File: config.mk
export PLATFORM = sky130hd
export DESIGN_NAME = dmareg_top
export DESIGN_NICKNAME = d
export VERILOG_FILES = /design/src/rtl/dmareg_pkg.sv /design/src/rtl/dmareg_decode.sv /design/src/rtl/dmareg_ring_slot.sv /design/src/rtl/dmareg_datapath.sv /design/src/rtl/dmareg_top.sv
export SDC_FILE = /design/constraint.sdc
export NUM_CORES = 2
export LEC_CHECK = 0
export BUFFER_PORTS_ARGS = -buffer_cell sky130_fd_sc_hd__buf_2
export CAP_MARGIN = 15
export CORE_MARGIN = 2
export CORE_UTILIZATION = 34
export CTS_BUF_LIST = sky130_fd_sc_hd__clkbuf_8
export DETAILED_ROUTE_END_ITERATION = 8
export GPL_TIMING_DRIVEN = 1
export PLACE_DENSITY = 0.46
export SLEW_MARGIN = 20
export SYNTH_ARGS = -nofsm -noshare
export SYNTH_HDL_FRONTEND = slang
export SYNTH_HIERARCHICAL = 1
export SYNTH_SLANG_ARGS = --single-unit
export TNS_END_PERCENT = 100
File: constraint.sdc
create_clock -name clk -period 2.6 [get_ports clk]
set_clock_uncertainty 0.2 [all_clocks]
set_input_delay 0.65 -clock clk [delete_from_list [all_inputs] [get_ports clk]]
set_output_delay 0.65 -clock clk [all_outputs]
set_load 0.1 [all_outputs]
File: src/rtl/dmareg_pkg.sv
package dmareg_pkg;

  localparam int RINGS      = 8;
  localparam int DATA_W     = 32;
  localparam int ADDR_W     = 12;
  localparam int WORD_W     = ADDR_W - 2;
  localparam int RING_IDX_W = $clog2(RINGS);
  localparam int KICK_W     = 2 * RINGS;

  // fixed word indices in the low page
  localparam int IDX_IDENT  = 0;
  localparam int IDX_CTRL   = 1;
  localparam int IDX_EVENT  = 2;
  localparam int IDX_TXHALT = 3;
  localparam int IDX_RXHALT = 4;
  localparam int IDX_CMD    = 5;

  // ring banks: bank field selects tx/rx, slot field selects the ring
  localparam int BANK_LSB   = 8;
  localparam int SLOT_LSB   = 3;
  localparam int BANK_W     = ADDR_W - BANK_LSB;
  localparam int SLOT_W     = BANK_LSB - SLOT_LSB;
  localparam int TX_BANK    = 1;
  localparam int RX_BANK    = 2;
  localparam int ALIGN_BITS = 3;

  // halt flag layout: ring i sits at TOP - i
  localparam int TX_HALT_TOP = 31;
  localparam int RX_HALT_TOP = 23;

  // event word layout
  localparam int EVT_TX_BIT = 0;
  localparam int EVT_RX_BIT = 1;
  localparam int EVT_ERR_LO = 8;
  localparam int EVT_ERR_HI = 23;

  function automatic logic [DATA_W-1:0] evtMaskFn();
    logic [DATA_W-1:0] m;
    m = '0;
    m[EVT_TX_BIT] = 1'b1;
    m[EVT_RX_BIT] = 1'b1;
    for (int b = EVT_ERR_LO; b <= EVT_ERR_HI; b++) m[b] = 1'b1;
    return m;
  endfunction

  localparam logic [DATA_W-1:0] EVT_MASK = evtMaskFn();

  typedef enum logic [3:0] {
    SEL_NONE,
    SEL_IDENT,
    SEL_CTRL,
    SEL_EVENT,
    SEL_TXHALT,
    SEL_RXHALT,
    SEL_CMD,
    SEL_TXBASE,
    SEL_TXPTR,
    SEL_RXBASE,
    SEL_RXPTR
  } rdSel_e;

  typedef struct packed {
    logic                  wrCtrl;
    logic                  wrCmd;
    logic                  wrEvent;
    logic                  wrTxHalt;
    logic                  wrRxHalt;
    logic                  wrTxBase;
    logic                  wrTxPtr;
    logic                  wrRxBase;
    logic                  wrRxPtr;
    logic [RING_IDX_W-1:0] ring;
    logic                  rdEn;
    rdSel_e                rdSel;
  } strobe_t;

endpackage

File: src/rtl/dmareg_decode.sv
module dmareg_decode
  import dmareg_pkg::*;
(
  input  logic              busValid,
  input  logic              busWrite,
  input  logic [ADDR_W-1:0] busAddr,
  output strobe_t           strb
);

  logic [WORD_W-1:0] word;
  logic [BANK_W-1:0] bank;
  logic [SLOT_W-1:0] slot;
  logic              isPtr;
  logic              slotOk;
  logic              doWr;
  rdSel_e            sel;

  assign word   = busAddr[ADDR_W-1:2];
  assign bank   = busAddr[ADDR_W-1:BANK_LSB];
  assign slot   = busAddr[BANK_LSB-1:SLOT_LSB];
  assign isPtr  = busAddr[2];
  assign slotOk = ({1'b0, slot} < (SLOT_W+1)'(RINGS));
  assign doWr   = busValid & busWrite;

  always_comb begin
    sel = SEL_NONE;
    case (word)
      WORD_W'(IDX_IDENT):  sel = SEL_IDENT;
      WORD_W'(IDX_CTRL):   sel = SEL_CTRL;
      WORD_W'(IDX_EVENT):  sel = SEL_EVENT;
      WORD_W'(IDX_TXHALT): sel = SEL_TXHALT;
      WORD_W'(IDX_RXHALT): sel = SEL_RXHALT;
      WORD_W'(IDX_CMD):    sel = SEL_CMD;
      default: begin
        if (slotOk && bank == BANK_W'(TX_BANK))
          sel = isPtr ? SEL_TXPTR : SEL_TXBASE;
        else if (slotOk && bank == BANK_W'(RX_BANK))
          sel = isPtr ? SEL_RXPTR : SEL_RXBASE;
      end
    endcase
  end

  always_comb begin
    strb          = '0;
    strb.wrCtrl   = doWr && sel == SEL_CTRL;
    strb.wrCmd    = doWr && sel == SEL_CMD;
    strb.wrEvent  = doWr && sel == SEL_EVENT;
    strb.wrTxHalt = doWr && sel == SEL_TXHALT;
    strb.wrRxHalt = doWr && sel == SEL_RXHALT;
    strb.wrTxBase = doWr && sel == SEL_TXBASE;
    strb.wrTxPtr  = doWr && sel == SEL_TXPTR;
    strb.wrRxBase = doWr && sel == SEL_RXBASE;
    strb.wrRxPtr  = doWr && sel == SEL_RXPTR;
    strb.ring     = slot[RING_IDX_W-1:0];
    strb.rdEn     = busValid & ~busWrite;
    strb.rdSel    = sel;
  end

endmodule

File: src/rtl/dmareg_ring_slot.sv
module dmareg_ring_slot
  import dmareg_pkg::*;
(
  input  logic              clk,
  input  logic              rstN,
  input  logic              wrBase,
  input  logic              wrPtr,
  input  logic [DATA_W-1:0] wdata,
  output logic [DATA_W-1:0] baseQ,
  output logic [DATA_W-1:0] ptrQ
);

  logic [DATA_W-1:0] aligned;
  assign aligned = {wdata[DATA_W-1:ALIGN_BITS], {ALIGN_BITS{1'b0}}};

  always_ff @(posedge clk or negedge rstN) begin
    if (!rstN) begin
      baseQ <= '0;
      ptrQ  <= '0;
    end else begin
      if (wrBase) begin
        baseQ <= aligned;
        ptrQ  <= aligned;
      end else if (wrPtr) begin
        ptrQ  <= wdata;
      end
    end
  end

endmodule

File: src/rtl/dmareg_datapath.sv
module dmareg_datapath
  import dmareg_pkg::*;
#(
  parameter logic [DATA_W-1:0] IDENT_VALUE = 32'h5E7C_0001
) (
  input  logic              clk,
  input  logic              rstN,
  input  strobe_t           strb,
  input  logic [DATA_W-1:0] busWdata,
  input  logic [DATA_W-1:0] hwEvent,
  input  logic [RINGS-1:0]  txHaltIn,
  input  logic [RINGS-1:0]  rxHaltIn,
  output logic [DATA_W-1:0] busRdata,
  output logic              busRvalid,
  output logic [KICK_W-1:0] ringKick,
  output logic              txIrq,
  output logic              rxIrq,
  output logic              errIrq
);

  logic [DATA_W-1:0] ctrlQ, cmdQ, eventQ, txHaltQ, rxHaltQ;
  logic [DATA_W-1:0] eventD, txHaltD, rxHaltD;
  logic [DATA_W-1:0] txSetVec, rxSetVec;
  logic [RINGS-1:0]  txKickD, rxKickD;
  logic [DATA_W-1:0] txBaseArr [RINGS];
  logic [DATA_W-1:0] txPtrArr  [RINGS];
  logic [DATA_W-1:0] rxBaseArr [RINGS];
  logic [DATA_W-1:0] rxPtrArr  [RINGS];
  logic [DATA_W-1:0] rdMux;
  logic              txIrqD, rxIrqD, errIrqD;
  logic              errSet, errLeft;

  // per-ring base/pointer pairs
  for (genvar n = 0; n < RINGS; n++) begin : g_ring
    dmareg_ring_slot u_tx (
      .clk   (clk),
      .rstN  (rstN),
      .wrBase(strb.wrTxBase && strb.ring == RING_IDX_W'(n)),
      .wrPtr (strb.wrTxPtr  && strb.ring == RING_IDX_W'(n)),
      .wdata (busWdata),
      .baseQ (txBaseArr[n]),
      .ptrQ  (txPtrArr[n])
    );
    dmareg_ring_slot u_rx (
      .clk   (clk),
      .rstN  (rstN),
      .wrBase(strb.wrRxBase && strb.ring == RING_IDX_W'(n)),
      .wrPtr (strb.wrRxPtr  && strb.ring == RING_IDX_W'(n)),
      .wdata (busWdata),
      .baseQ (rxBaseArr[n]),
      .ptrQ  (rxPtrArr[n])
    );
  end

  // halt flags: ring i lives at TOP - i
  always_comb begin
    txSetVec = '0;
    rxSetVec = '0;
    txKickD  = '0;
    rxKickD  = '0;
    for (int i = 0; i < RINGS; i++) begin
      txSetVec[TX_HALT_TOP-i] = txHaltIn[i];
      rxSetVec[RX_HALT_TOP-i] = rxHaltIn[i];
      txKickD[i] = strb.wrTxHalt & busWdata[TX_HALT_TOP-i];
      rxKickD[i] = strb.wrRxHalt & busWdata[RX_HALT_TOP-i] & ~rxHaltQ[RX_HALT_TOP-i];
    end
  end

  assign txHaltD = (txHaltQ & ~(strb.wrTxHalt ? busWdata : '0)) | txSetVec;
  assign rxHaltD = (rxHaltQ & ~(strb.wrRxHalt ? busWdata : '0)) | rxSetVec;
  assign eventD  = (eventQ  & ~(strb.wrEvent  ? busWdata : '0)) | (hwEvent & EVT_MASK);

  // interrupt lines: set by engine events, dropped by a clear that empties the group
  assign errSet  = |hwEvent[EVT_ERR_HI:EVT_ERR_LO];
  assign errLeft = |eventD[EVT_ERR_HI:EVT_ERR_LO];

  always_comb begin
    txIrqD = txIrq;
    if (hwEvent[EVT_TX_BIT])                       txIrqD = 1'b1;
    else if (strb.wrEvent && !eventD[EVT_TX_BIT])  txIrqD = 1'b0;
    rxIrqD = rxIrq;
    if (hwEvent[EVT_RX_BIT])                       rxIrqD = 1'b1;
    else if (strb.wrEvent && !eventD[EVT_RX_BIT])  rxIrqD = 1'b0;
    errIrqD = errIrq;
    if (errSet)                                    errIrqD = 1'b1;
    else if (strb.wrEvent && !errLeft)             errIrqD = 1'b0;
  end

  always_comb begin
    case (strb.rdSel)
      SEL_IDENT:  rdMux = IDENT_VALUE;
      SEL_CTRL:   rdMux = ctrlQ;
      SEL_EVENT:  rdMux = eventQ;
      SEL_TXHALT: rdMux = txHaltQ;
      SEL_RXHALT: rdMux = rxHaltQ;
      SEL_CMD:    rdMux = '0;
      SEL_TXBASE: rdMux = txBaseArr[strb.ring];
      SEL_TXPTR:  rdMux = txPtrArr[strb.ring];
      SEL_RXBASE: rdMux = rxBaseArr[strb.ring];
      SEL_RXPTR:  rdMux = rxPtrArr[strb.ring];
      default:    rdMux = '0;
    endcase
  end

  always_ff @(posedge clk or negedge rstN) begin
    if (!rstN) begin
      ctrlQ     <= '0;
      cmdQ      <= '0;
      eventQ    <= '0;
      txHaltQ   <= '0;
      rxHaltQ   <= '0;
      ringKick  <= '0;
      txIrq     <= 1'b0;
      rxIrq     <= 1'b0;
      errIrq    <= 1'b0;
      busRdata  <= '0;
      busRvalid <= 1'b0;
    end else begin
      if (strb.wrCtrl) ctrlQ <= busWdata;
      if (strb.wrCmd)  cmdQ  <= busWdata;
      eventQ    <= eventD;
      txHaltQ   <= txHaltD;
      rxHaltQ   <= rxHaltD;
      ringKick  <= {rxKickD, txKickD};
      txIrq     <= txIrqD;
      rxIrq     <= rxIrqD;
      errIrq    <= errIrqD;
      busRvalid <= strb.rdEn;
      if (strb.rdEn) busRdata <= rdMux;
    end
  end

  // the command word is write-only: its content leaves the bank through no read path
  logic cmdUnused;
  assign cmdUnused = ^cmdQ;

endmodule

File: src/rtl/dmareg_top.sv
module dmareg_top
  import dmareg_pkg::*;
#(
  parameter logic [DATA_W-1:0] IDENT_VALUE = 32'h5E7C_0001
) (
  input  logic              clk,
  input  logic              rstN,
  input  logic              busValid,
  input  logic              busWrite,
  input  logic [ADDR_W-1:0] busAddr,
  input  logic [DATA_W-1:0] busWdata,
  output logic [DATA_W-1:0] busRdata,
  output logic              busRvalid,
  input  logic [DATA_W-1:0] hwEvent,
  input  logic [RINGS-1:0]  txHaltIn,
  input  logic [RINGS-1:0]  rxHaltIn,
  output logic [KICK_W-1:0] ringKick,
  output logic              txIrq,
  output logic              rxIrq,
  output logic              errIrq
);

  strobe_t strb;

  dmareg_decode u_decode (
    .busValid(busValid),
    .busWrite(busWrite),
    .busAddr (busAddr),
    .strb    (strb)
  );

  dmareg_datapath #(.IDENT_VALUE(IDENT_VALUE)) u_dp (
    .clk      (clk),
    .rstN     (rstN),
    .strb     (strb),
    .busWdata (busWdata),
    .hwEvent  (hwEvent),
    .txHaltIn (txHaltIn),
    .rxHaltIn (rxHaltIn),
    .busRdata (busRdata),
    .busRvalid(busRvalid),
    .ringKick (ringKick),
    .txIrq    (txIrq),
    .rxIrq    (rxIrq),
    .errIrq   (errIrq)
  );

endmodule

==> After elaboration in Yosys (flattened, before gate mapping) <==
Index checks and enable logic that the tools add are counted.
{ "word_totals": {"reg_bits": 1156} }
{ "classes": {"n_eq_ne": 23, "bitwise": 45, "magnitude_cmp": 2, "n_mux": 59, "n_reduce_logical": 71} }
{ "op_table": {"columns": ["op", "count"], "rows": [
  ["$mux 32", 43],
  ["$bmux 32 s3", 4],
  ["$pmux 32 s9", 1],
  ["$and 32x32->32", 3],
  ["$not 32->32", 3],
  ["$or 32x24->32", 2],
  ["$logic_and 1x1->1", 45],
  ["$reduce_bool 2->1", 19],
  ["$or 32x32->32", 1],
  ["$reduce_or 16->1", 2],
  ["$and 1x1->1", 26],
  ["$pmux 4 s6", 1],
  ["$eq 10x2->1 const B", 2],
  ["$eq 10x3->1 const B", 2],
  ["$eq 3x3->1 const B", 4],
  ["$eq 4x2->1 const B", 3],
  ["$eq 4x3->1 const B", 3],
  ["$eq 4x4->1 const B", 3],
  ["$mux 4", 3],
  ["$eq 10x1->1 const B", 1],
  ["$logic_not 10->1", 1],
  ["$not 1->1", 9],
  ["$eq 4x1->1 const B", 2],
  ["$eq 3x2->1 const B", 2],
  ["8 further kinds", 15]
]} }

==> Longest topological paths before layout <==
{ "logic_depth": {"word_depth": 16, "ltp_mapped": 15, "ltp_nobuf": 10} }

==> By module <==
The synthesis kept the hierarchy.
{ "modules_own_cells": {"columns": ["module", "instances", "area_each_um2", "cells_each"], "rows": [
  ["dmareg_ring_slot", 16, 2344.7, 137],
  ["dmareg_datapath", 1, 15454.8, 1345],
  ["dmareg_decode", 1, 337.8, 47]
]} }

==> Worst setup path after synthesis <==
OpenSTA, ideal clock, no wires.
{ "synth_timing": {"path_type": "input port to flip-flop", "startpoint": "in busAddr[7]", "endpoint": "reg u_dp.errIrq", "t_arrival_ns": 3.687, "path_stages": 12, "required_time_ns": 2.280, "slack_ns": -1.407, "path_cell_list": "or4_4 -> buf_6 -> a2111oi_4 -> inv_1 -> nor2_1 -> buf_6 -> nand2_2 -> a21o_1 -> or4_1 -> nor4_1 -> or4b_1 -> a21o_1"} }
{ "synth_lines": {"columns": ["item", "line_no", "rtl"], "rows": [
  ["start, declared", "dmareg_top.sv:10", "input logic [ADDR_W-1:0] busAddr,"],
  ["end signal, assigned", "dmareg_datapath.sv:127", "errIrq <= errIrqD;"],
  ["end, declared", "dmareg_datapath.sv:18", "output logic errIrq"]
]} }

==> flow_metrics.tcl <==
set metrics [dict create \
    status "finished with violations" \
    violations "negative setup slack" \
    clockRootBuffer "clkbuf_8" \
    fin_crit_ps 3220 \
    crit_path_max_fanout 7 \
    critPathKind "primary input to flip-flop" \
    clkSinkCount 1156 \
    hold_viol 0 \
    yosys_warnings 6 \
    grt_use_met2_pct 39.2 \
    grt_util_met1_pct 35.7 \
    clkTransAtPathRegs_ps 60 \
    cts_tree "built" \
    setup_viol_count_final 852 \
    crit_arrival_ps 3840 \
    final_cells 6441 \
    final_layout_size_suffix_gt1_share_pct 52.0 \
    drv_slew 0 \
    use_met3_pct 4.09 \
    dieArea_um2 160000 \
    place.gp.congestion 0.829 \
    grt_antenna_before_repair 13 \
    cts_max_path_buffers 3 \
    area_growth_pct 26.4 \
    rows 145 \
    reg2reg_depth 5 \
    cts_buffers 202 \
    post_dp_cell_area_um2 59800 \
    drtPass1Iterations 7 \
    ios 148 \
    fmax_mhz 311 \
    h-tree-depth 4 \
    setup_ws_ps -620 \
    period_share_pct 124 \
    relSlewSlack_pct 35.1 \
    place_inst 5900 \
    wl_per_cell_um 31.2 \
    avgSynthCellArea_um2 14.9 \
    min_path_type "primary input to flip-flop" \
    vias_per_cell 5.42 \
    syn_inst 3583 \
    post-dp-hpwl_mm 126 \
    cap_violations 0 \
    drtIter0Drc 2542 \
    grt_max_degree 99 \
    wirelength_mm 201 \
    die_h_um 400 \
    core_area_um2 156000 \
    synth_area_um2 53300 \
    final_core_util_pct 43.2 \
    drc 0 \
    cellLeakagePower_nw 32.3 \
    grt_pass1_wl_mm 281 \
    grt_pass1_vias 35990 \
    rsz0062_at_grt "yes" \
    whs_path_depth 3 \
    peakVddDrop_uv 548 \
    critical_path_required_ps 3220 \
    dr_total_vias 34921 \
    powerDensity_nw_per_um2 549 \
    end_kind "flip-flop" \
    critPathLaunchType "primary input" \
    post-route-cell-area_um2 67400 \
    worstSkewPairLatency_ps 930 \
    final_nets 4331 \
    final_antenna_net_count 0 \
    track_usage_pct 24.8 \
    overflow 0 \
    tightest_slew_ps 971 \
    die_w_um 400 \
    start_util_pct 34.2 \
    io_buffer_count 131 \
    grt.busiest_layer "met2" \
    holdWs_ps 83.9 \
]
[cells in the final DEF, fill, tap and decap left out, types with 95 or more instances in the layout]
master	count
buf_12	159
buf_4	305
clkbuf_8	246
dfrtp_1	1144
mux2_2	815
mux2_4	160
mux2i_1	109
mux4_2	221
nand2_1	95
nor2_1	105
[power breakdown]
part	switching [mW]	internal [mW]
registers	0.0683	18.1
clock network	7.86	8.78
logic	1.42	0.768
[metrics by stage]
step	power [mW]	worst slack (ps)	TNS (ps)
after floorplan	19.3	-1320	-437930
after global placement	20.6	-1910	-1239060
after detailed placement	20.6	-1720	-1181880
after CTS	37.5	-454	-22300
after global routing	38.6	-609	-121300
final	37.0	-620	-144910
[layer usage]
metal / up-vias / share of wire, %
met5: - / 0.018
met4: 6 / 2.8
met3: 316 / 5.4
met2: 1064 / 46
met1: 18951 / 45
li1: 14584 / -
[repair_timing]
item	4_1_cts	5_1_grt
resized for setup	165	130
pin swaps	28	44
buffers inserted	45	52
hold buffers	59	0
endpoints found under the setup margin	646	866
hold endpoints to repair	1233	0
cloned	22	13
[cell type report]
| cell class | count | area [um2] |
|---|---|---|
| Timing Repair Buffer | 719 | 8440 |
| Clock inverter | 102 | 548 |
| Fill cell | 14313 | 88600 |
| Sequential cell | 1156 | 28900 |
| Multi-Input combinational cell | 2138 | 23400 |
| Clock buffer | 246 | 3390 |
| Tap cell | 2058 | 2570 |
| Inverter | 18 | 67.6 |
| Antenna cell | 4 | 10.0 |
[worst paths after layout]
path,startpoint,end,slack (ps)
setup / recovery,busAddr[10],u_dp/errIrq$_DFFE_PN0P_,-620
hold / removal,busWdata[24],u_dp/ringKick[7]$_DFF_PN0_,80
setup reg to reg,u_dp/eventQ[12]$_DFF_PN0_,u_dp/errIrq$_DFFE_PN0P_,200
hold reg to reg,u_dp/rxHaltQ[19]$_DFF_PN0_,u_dp/ringKick[12]$_DFF_PN0_,260
max in group asynchronous,rstN,u_dp/g_ring[7].u_rx/ptrQ[25]$_DFFE_PN0P_,580
min in group asynchronous,rstN,u_dp/g_ring[2].u_tx/ptrQ[3]$_DFFE_PN0P_,230
[sequential cells by signal (all words and copies together) (netlist names)]
register                cells
u_dp/busRdata              32
u_dp/busRvalid              1
u_dp/ctrlQ                 32
u_dp/errIrq                 1
u_dp/eventQ                32
u_dp/g_ring.u_rx/baseQ    232
u_dp/g_ring.u_rx/ptrQ     256
u_dp/g_ring.u_tx/baseQ    232
u_dp/g_ring.u_tx/ptrQ     256
u_dp/ringKick              16
u_dp/rxHaltQ               32
u_dp/rxIrq                  1
u_dp/txHaltQ               32
u_dp/txIrq                  1
[worst max-delay path, stage by stage]
cell and delay [ps]:
buf_6 90, or4_4 630, a2111oi_4 290, inv_2 90, nor2_4 190, buf_12 140, buf_16 120, nand2_2 50
a21o_1 170, or4_4 500, nor4_4 260, or4b_1 460, a21o_1 170
Power figures use the tool's default switching activity.
